==> src/rtl/trs_pkg.sv <==
package trs_pkg;
  typedef enum logic [2:0] {
    PH_IDLE,
    PH_ACQ,
    PH_CONV,
    PH_WAIT,
    PH_SEND,
    PH_PASS
  } phase_t;
endpackage

==> src/rtl/trs_phase_fsm.sv <==
module trs_phase_fsm
  import trs_pkg::*;
#(
  parameter int MAX_EVT       = 16,
  parameter int WORDS_PER_EVT = 225,
  parameter int CONV_CYCLES   = 20000,
  localparam int EIN_W = $clog2(MAX_EVT + 1) + 1,
  localparam int AW    = $clog2(MAX_EVT * WORDS_PER_EVT + 1)
) (
  input  logic             clk,
  input  logic             rst_n,
  input  logic             spill_i,
  input  logic             token_i,
  input  logic [EIN_W-1:0] evt_count_i,
  input  logic             last_word_i,
  output phase_t           phase_o,
  output logic [AW-1:0]    total_o
);
  localparam int EW = $clog2(MAX_EVT + 1);
  localparam int CW = $clog2(CONV_CYCLES + 1);

  phase_t        ph_q, ph_d;
  logic [EW-1:0] ev_q, ev_d;
  logic          ev_en;
  logic [CW-1:0] cc_q, cc_d;
  logic          cc_en;

  always_comb begin
    ph_d  = ph_q;
    ev_d  = ev_q;
    ev_en = 1'b0;
    cc_d  = cc_q;
    cc_en = 1'b0;
    case (ph_q)
      PH_IDLE: if (spill_i) ph_d = PH_ACQ;
      PH_ACQ: begin
        if (!spill_i) begin
          ph_d  = PH_CONV;
          cc_d  = '0;
          cc_en = 1'b1;
          ev_en = 1'b1;
          ev_d  = (evt_count_i > EIN_W'(MAX_EVT)) ? EW'(MAX_EVT) : EW'(evt_count_i);
        end
      end
      PH_CONV: begin
        if (cc_q == CW'(CONV_CYCLES - 1)) begin
          ph_d = PH_WAIT;
        end else begin
          cc_d  = cc_q + 1'b1;
          cc_en = 1'b1;
        end
      end
      PH_WAIT: if (token_i) ph_d = (ev_q == '0) ? PH_PASS : PH_SEND;
      PH_SEND: if (last_word_i) ph_d = PH_PASS;
      PH_PASS: ph_d = PH_IDLE;
      default: ph_d = PH_IDLE;
    endcase
  end

  always_ff @(posedge clk or negedge rst_n) begin
    if (!rst_n) begin
      ph_q <= PH_IDLE;
      ev_q <= '0;
      cc_q <= '0;
    end else begin
      ph_q <= ph_d;
      if (ev_en) ev_q <= ev_d;
      if (cc_en) cc_q <= cc_d;
    end
  end

  assign phase_o = ph_q;
  assign total_o = AW'(ev_q) * AW'(WORDS_PER_EVT);

  AST_CONV_BOUND: assert property (@(posedge clk) disable iff (!rst_n)
    (ph_q == PH_CONV) |-> (cc_q < CW'(CONV_CYCLES)));
  AST_SEND_AFTER_TOKEN: assert property (@(posedge clk) disable iff (!rst_n)
    (ph_q == PH_SEND && $past(ph_q) != PH_SEND) |-> $past(token_i));
  AST_COUNT_SATURATED: assert property (@(posedge clk) disable iff (!rst_n)
    ev_q <= EW'(MAX_EVT));
endmodule

==> src/rtl/trs_word_pacer.sv <==
module trs_word_pacer #(
  parameter int CLK_DIV = 8,
  parameter int AW      = 12
) (
  input  logic          clk,
  input  logic          rst_n,
  input  logic          run_i,
  input  logic [AW-1:0] total_i,
  output logic [AW-1:0] addr_o,
  output logic          last_o
);
  localparam int DW = $clog2(CLK_DIV + 1);

  logic [DW-1:0] div_q, div_d;
  logic [AW-1:0] word_q, word_d;
  logic          tick;

  assign tick   = (div_q == DW'(CLK_DIV - 1));
  assign last_o = run_i && tick && (word_q == total_i - 1'b1);

  always_comb begin
    div_d  = div_q;
    word_d = word_q;
    if (!run_i) begin
      div_d  = '0;
      word_d = '0;
    end else if (tick) begin
      div_d  = '0;
      word_d = last_o ? word_q : word_q + 1'b1;
    end else begin
      div_d  = div_q + 1'b1;
    end
  end

  always_ff @(posedge clk or negedge rst_n) begin
    if (!rst_n) begin
      div_q  <= '0;
      word_q <= '0;
    end else begin
      div_q  <= div_d;
      word_q <= word_d;
    end
  end

  assign addr_o = word_q;

  AST_WORD_IN_RANGE: assert property (@(posedge clk) disable iff (!rst_n)
    run_i |-> (word_q < total_i));
  AST_WORD_HELD: assert property (@(posedge clk) disable iff (!rst_n)
    (run_i && $past(run_i) && !$past(tick)) |-> $stable(word_q));
endmodule

==> src/rtl/token_readout_seq.sv <==
module token_readout_seq
  import trs_pkg::*;
#(
  parameter int MAX_EVT       = 16,
  parameter int WORDS_PER_EVT = 225,
  parameter int CONV_CYCLES   = 20000,
  parameter int CLK_DIV       = 8,
  parameter int DATA_W        = 8,
  localparam int EIN_W = $clog2(MAX_EVT + 1) + 1,
  localparam int AW    = $clog2(MAX_EVT * WORDS_PER_EVT + 1)
) (
  input  logic              clk,
  input  logic              rst_n,
  input  logic              spill_i,
  input  logic [EIN_W-1:0]  evt_count_i,
  input  logic              token_i,
  output logic              token_o,
  output logic [AW-1:0]     mem_addr_o,
  input  logic [DATA_W-1:0] mem_data_i,
  output logic [DATA_W-1:0] bus_data_o,
  output logic              bus_oe_o,
  output logic              pwr_en_o,
  output logic              token_err_o
);
  logic [1:0]    rs_q;
  logic          rst_s_n;
  phase_t        phase;
  logic [AW-1:0] total;
  logic          last_word;
  logic          err_q;

  always_ff @(posedge clk or negedge rst_n) begin
    if (!rst_n) rs_q <= '0;
    else        rs_q <= {rs_q[0], 1'b1};
  end
  assign rst_s_n = rs_q[1];

  trs_phase_fsm #(
    .MAX_EVT(MAX_EVT), .WORDS_PER_EVT(WORDS_PER_EVT), .CONV_CYCLES(CONV_CYCLES)
  ) u_fsm (
    .clk(clk), .rst_n(rst_s_n), .spill_i(spill_i), .token_i(token_i),
    .evt_count_i(evt_count_i), .last_word_i(last_word),
    .phase_o(phase), .total_o(total)
  );

  trs_word_pacer #(.CLK_DIV(CLK_DIV), .AW(AW)) u_pacer (
    .clk(clk), .rst_n(rst_s_n), .run_i(phase == PH_SEND), .total_i(total),
    .addr_o(mem_addr_o), .last_o(last_word)
  );

  always_ff @(posedge clk or negedge rst_s_n) begin
    if (!rst_s_n) err_q <= 1'b0;
    else          err_q <= token_i && (phase != PH_WAIT);
  end

  assign token_o     = (phase == PH_PASS);
  assign bus_oe_o    = (phase == PH_SEND);
  assign bus_data_o  = bus_oe_o ? mem_data_i : '0;
  assign pwr_en_o    = (phase != PH_IDLE);
  assign token_err_o = err_q;

  AST_TOKEN_ONE_CYCLE: assert property (@(posedge clk) disable iff (!rst_s_n)
    token_o |=> !token_o);
  AST_PASS_RELEASES_BUS: assert property (@(posedge clk) disable iff (!rst_s_n)
    token_o |-> !bus_oe_o);
  AST_POWER_DOWN_AFTER_PASS: assert property (@(posedge clk) disable iff (!rst_s_n)
    token_o |=> !pwr_en_o);
  AST_ERR_NEEDS_TOKEN: assert property (@(posedge clk) disable iff (!rst_s_n)
    token_err_o |-> $past(token_i));
  AST_WAKE_ON_SPILL: assert property (@(posedge clk) disable iff (!rst_s_n)
    $rose(pwr_en_o) |-> $past(spill_i));
endmodule

==> config.mk <==
export PLATFORM = sky130hd
export DESIGN_NAME = token_readout_seq
export DESIGN_NICKNAME = d
export VERILOG_FILES = /design/src/rtl/trs_pkg.sv /design/src/rtl/trs_phase_fsm.sv /design/src/rtl/trs_word_pacer.sv /design/src/rtl/token_readout_seq.sv
export SDC_FILE = /design/constraint.sdc
export NUM_CORES = 1
export LEC_CHECK = 0
export BUFFER_PORTS_ARGS = -buffer_cell sky130_fd_sc_hd__buf_2
export CORE_MARGIN = 4
export CORE_UTILIZATION = 40
export CTS_CLUSTER_SIZE = 28
export DETAILED_ROUTE_END_ITERATION = 16
export GPL_TIMING_DRIVEN = 1
export HOLD_SLACK_MARGIN = 0.08
export SLEW_MARGIN = 20
export SYNTH_ARGS = -nofsm -noshare
export SYNTH_HDL_FRONTEND = slang
export SYNTH_SLANG_ARGS = --single-unit
==> constraint.sdc <==
create_clock -name clk -period 3.4 [get_ports clk]
set_input_delay 0.68 -clock clk [delete_from_list [all_inputs] [get_ports clk]]
set_output_delay 0.68 -clock clk [all_outputs]
set_load 0.005 [all_outputs]
==> results of run 1 <==
==> sequential cells by signal, summed over array words and instances (netlist names) <==
| name | cells |
|---|---|
| rs_q | 2 |
| u_fsm.cc_q | 15 |
| token_err_o | 1 |
| u_fsm.ev_q | 5 |
| u_pacer.addr_o | 12 |
| u_pacer.div_q | 4 |
| u_fsm.phase_o | 3 |
==> power by group <==
group | switching (mW) | internal, mW | total (mW)
registers | 0.0742 | 0.553 | 0.627
clock network | 0.175 | 0.164 | 0.339
logic | 1.08 | 1.04 | 2.11
total | 1.33 | 1.75 | 3.08
==> cell families after synthesis <==
group / after synthesis / synth area share, %
and+or+nand+nor: 125 / 21.7
AOI/OAI and AO/OA: 59 / 14.9
DFF: 42 / 35.1
xor gates and xnor gates: 35 / 10.5
adders and majority gates: 31 / 14.0
buffers and inverters: 28 / 3.68
other: 1 / 0.125
==> placed cells by master, fill, tap and decap left out, drive strengths merged, types with 2 or more instances in the layout <==
cell / netlist / layout
inv: 20 / 20
a2111oi: 3 / 3
and2: 10 / 10
a311oi: 2 / 2
and3: 5 / 5
ha: 27 / 27
o31ai: 2 / 2
xnor2: 21 / 21
nand2: 26 / 26
o21ai: 16 / 16
nor4: 3 / 3
nand3: 18 / 18
nor2: 34 / 34
nor3b: 3 / 3
buf: 2 / 67
o21a: 2 / 2
and4: 3 / 3
o31a: 2 / 2
or4: 6 / 6
or3: 6 / 6
xor2: 14 / 14
dfrtp: 42 / 42
fa: 4 / 4
clkbuf: 6 / 7
a21o: 4 / 4
nand4: 6 / 6
o211ai: 3 / 3
a21oi: 14 / 14
==> per-stage QoR <==
stage	instances	worst slack (ps)	power, mW	cell area, um^2	hold WS, ps
2_1_floorplan	321	5.64	1.99	3040	331
3_3_place_gp	475	-70.3	2.49	3510	333
3_5_place_dp	475	-131	2.51	3510	338
4_1_cts	483	-139	3.02	3660	143
5_1_grt	487	-290	3.33	3690	138
6_report	487	-154	3.08	3690	149
==> worst min path at each step <==
stage,startpoint,end,slack [ps],cells past startpoint
finish,rst_n,rs_q[1],150,1
global route,rst_n,rs_q[0],140,1
CTS,rst_n,rs_q[0],140,1
detailed placement,rs_q[0],rs_q[1],340,0
global placement,rs_q[0],rs_q[1],330,0
floorplan,rs_q[0],rs_q[1],330,0
==> final cells by class <==
class                   count  area [um^2]  area share (%)
clock buffers               7         86.3            2.34
clock inverters             1         5.00           0.135
inverters                  20         75.1            2.03
multi-input cells         251         1940            52.5
flip-flops and latches     42         1050            28.5
well taps                  99          124            3.35
repair buffers             67          413            11.2
==> routing by layer <==
layer,part of all wire [%],vias up,global-route usage [%],wire length (um)
met2,49,27,27.2,3270
met3,2.2,8,1.99,148
li1,-,1258,-,-
met1,47,1181,22.0,3160
met4,1.5,0,6.13,103
met5,0,-,0,0
==> repair_timing <==
action                                  4_1_cts  5_1_grt
pin swaps                                     9        7
endpoints found under the setup margin       13       13
setup buffers                                 0        4
gates cloned                                  0        0
resized for setup                             8        2
==> flow_metrics.env, run 1 <==
export IMPL_grt_pass1_vias=2492
export IMPL_outcome="finished, violations left"
export IMPL_crit_arrival_ps=3790
export IMPL_synth_common_cells="42 x dfrtp_1, 33 x nor2_1, 27 x ha_1"
export IMPL_setup_slack_ps=-154
export IMPL_crit_end="u_pacer.addr_o[11]"
export IMPL_die_h_um=94.5
export IMPL_cap_violations=0
export IMPL_via_per_inst=5.08
export IMPL_cts_clk_slew_worst_paths_ps=90
export IMPL_gp_routability_congestion=0.865
export IMPL_rsz0062_at_grt="true"
export IMPL_cts_tree="yes"
export IMPL_insertedDiodeCount=0
export IMPL_fmax_ghz=0.281
export IMPL_timing_setup_tns_ps=-886
export IMPL_start_util_pct=41.3
export IMPL_p_leak_nw=1.74
export IMPL_worstSetupPathDepth=12
export IMPL_port_buffers=41
export IMPL_fillers=711
export IMPL_yosysMostFrequentCell="dfrtp_1"
export IMPL_core_area_um2=7250
export IMPL_nNetsFinal=436
export IMPL_cp_end_kind="flip-flop"
export IMPL_hold_viol_final=0
export IMPL_clock_path_buffers=2
export IMPL_synth_top_flop_cell="dfrtp_1"
export IMPL_postLayoutCoreUtil_pct=50.9
export IMPL_dp_hpwl_um=5090
export IMPL_hp_class="in -> async"
export IMPL_r2r_setup_slack_ps=-150
export IMPL_ant_nets=0
export IMPL_cts_buffers=5
export IMPL_syn_to_final_growth_pct=23.5
export IMPL_p_per_area_nw_per_um2=834
export IMPL_final_setup_skew_ps=10.0
export IMPL_ios=42
export IMPL_critPathMaxStageDelay_ps=520
export IMPL_grt_remaining_overflow=0
export IMPL_crit_type="reg -> reg"
export IMPL_wire_per_inst_um=13.7
export IMPL_grt_pass1_wl_um=11700
export IMPL_tightest_slew_ps=789
export IMPL_r2r_end="u_pacer.addr_o[11]"
export IMPL_synth_seq_cells=42
export IMPL_cts_sinks=42
export IMPL_violations="negative setup slack"
export IMPL_r2r_start="u_fsm.ev_q[0]"
export IMPL_syn_avg_cell_area_um2=9.32
export IMPL_grt_max_degree=22
export IMPL_worstPathRequired_ps=3640
export IMPL_timing_critical_path_buf_inv=1
export IMPL_vias=2474
export IMPL_synth_top_area_share_pct=35.1
export IMPL_path_delay_family="compound AO/OA/AOI/OAI gates"
export IMPL_clock_latency_ps=300
export IMPL_synth_edf_count=0
export IMPL_die_x_um=94.5
export IMPL_synth_seq_area_share_pct=35.1
export IMPL_async_reset_ff_share_pct=100
export IMPL_cts_htree_levels=2
export IMPL_syn_nets=370
export IMPL_max_vdd_ir_drop_mv=0.337
export IMPL_period_share_pct=105
export IMPL_dr_pass1_iters=4
export IMPL_yosys_top_cells_area="dfrtp_1 35%, ha_1 11%, xnor2_1 5.9%, nor2_1 4.1%, xor2_1 4.1%"
export IMPL_finalWirelength_um=6690
export IMPL_grt_use_total_pct=16.4
export IMPL_syn_cell_area_um2=2990
export IMPL_setup_viol=13
export IMPL_syn_inst=321
export IMPL_min_period_ps=3550
export IMPL_drive_above_1_share_pct=25.8
export IMPL_antenna_found_initial=0
export IMPL_worstSetupStartpoint="u_fsm.ev_q[0]"
export IMPL_path_cells="fa_1 > fa_1 > inv_2 > ha_4 > a21o_1 > o21bai_4 > a211o_1 > a2111oi_4 > and4_4 > a2111oi_4 > a31o_1 > a21oi_2"
export IMPL_cts_hold_buf=0
export IMPL_clock_root_buffer="clkbuf_8"
export IMPL_first_iter_violations=95
export IMPL_reg2reg_depth=12
export IMPL_yosys_warnings=0
export IMPL_relSlewSlack_pct=47.4
export IMPL_maxSlewViolCount=0
export IMPL_design_die_area_um2=8930
export IMPL_rows=31
export IMPL_critPathMaxFanout=4
export IMPL_drc=0
export IMPL_synth_largest_area_cell="dfrtp_1"
export IMPL_critPathSlowestCell="fa_1"
export IMPL_start_kind="flip-flop"
export IMPL_synth_cell_types=54
No activity file was read; power rests on OpenSTA's default activity.
==> run 2, diff against run 1 <==
CORE_UTILIZATION = 56   (was 40)
PLACE_DENSITY = 0.78   (was default)
REMOVE_ABC_BUFFERS = 1   (was default)
==> run 2 against run 1 <==
Effect of this change:
- non-clock buffer count up 6
- die area down 26%
- sequential power up 0.6%
- highest routed layer unchanged
- via count up 4.2%
- global-route usage up 6.4 points
- clock-buffer cell count unchanged
- largest power group unchanged
- maximum frequency up 1.2%
- power up 2.4%
- clock skew up 3.0 ps
- combinational power up 4%
- critical path type unchanged
- clock power down 1%
- the flow still finishes with violations (negative setup slack)
==> flow_metrics.env, run 2 (synthesized netlist as in run 1, its figures left out) <==
export IMPL_postLayoutCoreUtil_pct=72.7
export IMPL_tightest_slew_ps=701
export IMPL_largest_register="u_fsm.cc_q"
export IMPL_die_x_um=81.1
export IMPL_min_period_ps=3510
export IMPL_drive_above_1_share_pct=27.7
export IMPL_rsz0062_at_grt="true"
export IMPL_ant_nets=0
export IMPL_p_leak_nw=1.78
export IMPL_hold_ws_ps=165
export IMPL_final_cells=464
export IMPL_r2r_setup_slack_ps=-110
export IMPL_grt_max_degree=25
export IMPL_hold_viol_final=0
export IMPL_fmax_ghz=0.285
export IMPL_p_per_area_nw_per_um2=843
export IMPL_grt_use_total_pct=22.8
export IMPL_maxSlewViolCount=0
export IMPL_first_iter_violations=81
export IMPL_cts_htree_levels=2
export IMPL_setup_slack_ps=-111
export IMPL_cts_tree="yes"
export IMPL_timing_setup_tns_ps=-405
export IMPL_critPathMaxFanout=4
export IMPL_timing_critical_path_buf_inv=1
export IMPL_crit_arrival_ps=3700
export IMPL_reg2reg_depth=12
export IMPL_vias=2579
export IMPL_start_util_pct=58.2
export IMPL_worstPathRequired_ps=3590
export IMPL_die_h_um=81.1
export IMPL_via_per_inst=5.56
export IMPL_outcome="finished, violations left"
export IMPL_cts_clk_slew_worst_paths_ps=80
export IMPL_antenna_found_initial=0
export IMPL_path_delay_family="compound AO/OA/AOI/OAI gates"
export IMPL_core_area_um2=5140
export IMPL_ios=42
export IMPL_r2r_start="u_fsm.ev_q[2]"
export IMPL_placed_area_um2=3470
export IMPL_largest_reg_flops=15
export IMPL_final_cell_mix="41 x buf_2, 41 x dfrtp_1, 33 x nor2_1, 28 x buf_4, 26 x nand2_1"
export IMPL_grt_pass1_vias=2543
export IMPL_cp_end_kind="flip-flop"
export IMPL_relSlewSlack_pct=53.3
export IMPL_hp_class="in -> async"
export IMPL_grt_remaining_overflow=0
export IMPL_drc=0
export IMPL_cts_buffers=5
export IMPL_clock_root_buffer="clkbuf_8"
export IMPL_p_total_mw=3.15
export IMPL_period_share_pct=103
export IMPL_critPathMaxStageDelay_ps=590
export IMPL_cts_sinks=42
export IMPL_clock_latency_ps=300
export IMPL_nNetsFinal=442
export IMPL_path_cells="fa_1 > fa_1 > inv_2 > ha_4 > a21o_1 > o21bai_4 > a311oi_4 > a2111oi_4 > and4_4 > a2111oi_4 > a31o_1 > a21oi_2"
export IMPL_finalWirelength_um=6780
export IMPL_wire_per_inst_um=14.6
export IMPL_worstSetupStartpoint="u_fsm.ev_q[2]"
export IMPL_rows=26
export IMPL_clock_path_buffers=2
export IMPL_dp_hpwl_um=5020
export IMPL_final_setup_skew_ps=13.0
export IMPL_dp_cells=452
export IMPL_cap_violations=0
export IMPL_setup_viol=10
export IMPL_design_die_area_um2=6580
export IMPL_pre_cts_slack_ps=-249
export IMPL_gp_routability_congestion=0.869
export IMPL_syn_to_final_growth_pct=24.9
export IMPL_dr_pass1_iters=4
export IMPL_critPathSlowestCell="fa_1"
export IMPL_start_kind="flip-flop"
export IMPL_final_cell_area_um2=3740
export IMPL_insertedDiodeCount=0
export IMPL_grt_pass1_wl_um=11700
export IMPL_crit_type="reg -> reg"
export IMPL_port_buffers=41
export IMPL_max_vdd_ir_drop_mv=0.799
export IMPL_violations="negative setup slack"
export IMPL_r2r_end="u_pacer.addr_o[11]"
## run 2: changes by cell type in the layout (fill, tap and decap cells not counted), sizes merged
cell and delta:
buf +6
## run 2: worst max-delay path by stage
stage	end	slack [ps]	cells after the start
2_1_floorplan	u_pacer.addr_o[7]	-200	12
3_3_place_gp	u_pacer.addr_o[11]	-160	12
3_5_place_dp	u_pacer.addr_o[11]	-250	12
4_1_cts	u_pacer.addr_o[11]	-90	13
5_1_grt	u_pacer.addr_o[11]	-240	12
6_report	u_pacer.addr_o[11]	-110	12
## run 2: area by class of cell
| cell class | count | area, um^2 |
|---|---|---|
| clock inverter | 1 | 5.00 |
| tap | 70 | 87.6 |
| sequential | 42 | 1050 |
| fill | 394 | 1400 |
| clock buffer | 7 | 86.3 |
| inverter | 20 | 75.1 |
| multi-input combinational | 251 | 1960 |
| timing repair buffer | 73 | 469 |
## run 2: where the power goes
part	switching (mW)	total (mW)	internal [mW]
clock network	0.170	0.334	0.164
registers	0.0786	0.631	0.552
logic	1.11	2.19	1.08
total	1.36	3.15	1.80
## run 2: repair_timing
action,in CTS,in global routing
buffers inserted,4,0
endpoints found under the setup margin,13,13
hold buffers,0,0
gates cloned,0,0
pin swaps,17,5
gates resized for setup,18,6
## run 2: per-layer routing
metal	share of wire [%]	vias to the layer above	GRT usage, %
met2	52	34	40.8
met1	44	1258	28.9
met5	0	-	0
met3	2.2	11	3.22
met4	1.4	0	5.91
li1	-	1276	-
==> run 3, diff against run 2 <==
BUFFER_PORTS_ARGS = default   (was -buffer_cell sky130_fd_sc_hd__buf_2)
DONT_BUFFER_PORTS = 1   (was default)
PLACE_DENSITY = 0.71   (was 0.78)
==> run 3 against run 2 <==
Effect of this change:
- wire length decreased by 1.1%
- sequential power about the same
- utilization decreased by 1.9 points
- sequential cell count unchanged
- clock skew decreased by 2.5 ps
- maximum frequency decreased by 1.4%
- largest power group unchanged
- cell area decreased by 2.6%
- cell count decreased by 8.0%
- sequential share of layout area increased by 0.74 points
- the flow still finishes with violations (negative setup slack)
- critical path type unchanged
- clock-buffer cell count decreased by 2
- power increased by 0.41%
- global-route usage decreased by 1.0 points
==> flow_metrics.env, run 3 (synthesized netlist as in run 1, its figures left out) <==
export IMPL_grt_max_degree=25
export IMPL_final_setup_skew_ps=10.5
export IMPL_violations="negative setup slack"
export IMPL_rows=26
export IMPL_relSlewSlack_pct=53.4
export IMPL_hp_class="reg -> async"
export IMPL_die_x_um=81.1
export IMPL_pre_cts_slack_ps=-280
export IMPL_min_period_ps=3560
export IMPL_layout_commonest_cell="dfrtp_1"
export IMPL_cts_sinks=42
export IMPL_grt_busiest_layer="met2"
export IMPL_cts_tree="yes"
export IMPL_finalWirelength_um=6710
export IMPL_die_h_um=81.1
export IMPL_path_delay_family="adder cells"
export IMPL_first_iter_violations=100
export IMPL_drc=0
export IMPL_cp_end_kind="flip-flop"
export IMPL_ant_nets=0
export IMPL_r2r_setup_slack_ps=-160
export IMPL_fmax_ghz=0.281
export IMPL_timing_setup_tns_ps=-1020
export IMPL_clock_root_buffer="clkbuf_8"
export IMPL_cap_violations=0
export IMPL_maxSlewViolCount=0
export IMPL_cts_htree_levels=2
export IMPL_critPathMaxStageDelay_ps=510
export IMPL_antenna_found_initial=0
export IMPL_path_cells="fa_1 > fa_1 > inv_2 > ha_4 > buf_4 > nand3_4 > nor2_1 > a221o_1 > xnor2_1 > and4_4 > a2111oi_4 > a31o_1 > a21oi_2"
export IMPL_setup_slack_ps=-161
export IMPL_met3_usage_pct=3.99
export IMPL_critPathSlowestCell="fa_1"
export IMPL_use_met1_pct=28.1
export IMPL_fillers=414
export IMPL_nNetsFinal=405
export IMPL_max_vdd_ir_drop_mv=0.883
export IMPL_grt_use_total_pct=21.8
export IMPL_critPathMaxFanout=4
export IMPL_grt_remaining_overflow=0
export IMPL_cts_buffers=5
export IMPL_crit_type="reg -> reg"
export IMPL_start_util_pct=58.2
export IMPL_vias=2430
export IMPL_use_met2_pct=37.3
export IMPL_outcome="finished, violations left"
export IMPL_p_per_area_nw_per_um2=869
export IMPL_drive_above_1_share_pct=21.8
export IMPL_p_leak_nw=1.62
export IMPL_crit_arrival_ps=3750
export IMPL_final_cell_mix="41 x dfrtp_1, 32 x nor2_1, 31 x buf_4, 26 x nand2_1, 22 x ha_1"
export IMPL_timing_critical_path_buf_inv=2
export IMPL_grt_pass1_wl_um=11100
export IMPL_crit_top_cell="fa_1"
export IMPL_clock_latency_ps=300
export IMPL_rsz0062_at_grt="true"
export IMPL_largest_reg_flops=15
export IMPL_gp_routability_congestion=0.849
export IMPL_cts_clk_slew_worst_paths_ps=90
export IMPL_start_kind="flip-flop"
export IMPL_design_die_area_um2=6580
export IMPL_tightest_slew_ps=698
export IMPL_setup_viol=13
export IMPL_dr_pass1_iters=4
export IMPL_via_per_inst=5.69
export IMPL_ios=42
export IMPL_postLayoutCoreUtil_pct=70.9
export IMPL_largest_register="u_fsm.cc_q"
export IMPL_insertedDiodeCount=0
export IMPL_wire_per_inst_um=15.7
export IMPL_core_area_um2=5140
export IMPL_hold_viol_final=0
export IMPL_grt_pass1_vias=2363
export IMPL_clock_path_buffers=2
export IMPL_period_share_pct=105
export IMPL_dp_hpwl_um=4790
export IMPL_port_buffers=0
export IMPL_hold_ws_ps=291
export IMPL_worstPathRequired_ps=3590
export IMPL_syn_to_final_growth_pct=21.7
==> run 3: cell count changes in the layout (fill, tap and decap cells not counted), moves of 2 or more <==
| cell | change |
|---|---|
| buf_4 | +3 |
| buf_6 | -2 |
| o21ai_2 | +3 |
| o21ai_1 | -3 |
| buf_2 | -41 |
==> run 3: path summary, 6_finish.rpt <==
check / cells past startpoint / startpoint / endpoint
max: 13 / u_fsm.ev_q[1] / u_pacer.addr_o[11]
max reg2reg: 13 / u_fsm.ev_q[1] / u_pacer.addr_o[11]
min reg2reg: 0 / rs_q[1] / u_pacer.addr_o[4]
min in group clk: 0 / rs_q[0] / rs_q[1]
min: 0 / rs_q[1] / u_pacer.addr_o[4]
max in group asynchronous: 1 / rs_q[1] / u_fsm.ev_q[1]
==> run 3: through the flow <==
step | instance area, um^2 | instances | total power, mW
finish | 3640 | 427 | 3.17
global route | 3640 | 427 | 3.40
CTS | 3600 | 426 | 3.08
detailed placement | 3270 | 411 | 2.36
global placement | 3270 | 411 | 2.33
floorplan | 2960 | 313 | 1.84
==> run 3: routing by layer <==
metal / part of all wire (%) / routed length, um
met3: 3.2 / 217
met5: 0 / 0
met1: 44 / 2970
met4: 1.5 / 99
met2: 51 / 3430
==> run 3: timing repair <==
item / in CTS / in global routing
pin swaps: 35 / 17
cloned: 1 / 0
endpoints found under the setup margin: 13 / 13
hold endpoints to repair: 2 / 0
gates resized for setup: 25 / 6
setup buffers: 6 / 1
hold buffers: 1 / 0
==> run 3: final cells by class <==
cell class	instances	area, um^2	area share (%)
multi-input combinational	251	2000	54.9
clock buffer	5	68.8	1.89
timing repair buffer	36	319	8.76
sequential	42	1050	28.9
inverter	20	75.1	2.06
tap	70	87.6	2.40
clock inverter	3	40.0	1.10
==> run 3: power breakdown <==
group	total (mW)	switching (mW)	internal [mW]	leakage (nW)
clock network	0.391	0.174	0.216	0.0579
logic	2.15	1.12	1.02	0.993
registers	0.629	0.0769	0.552	0.567
total	3.17	1.38	1.79	1.62
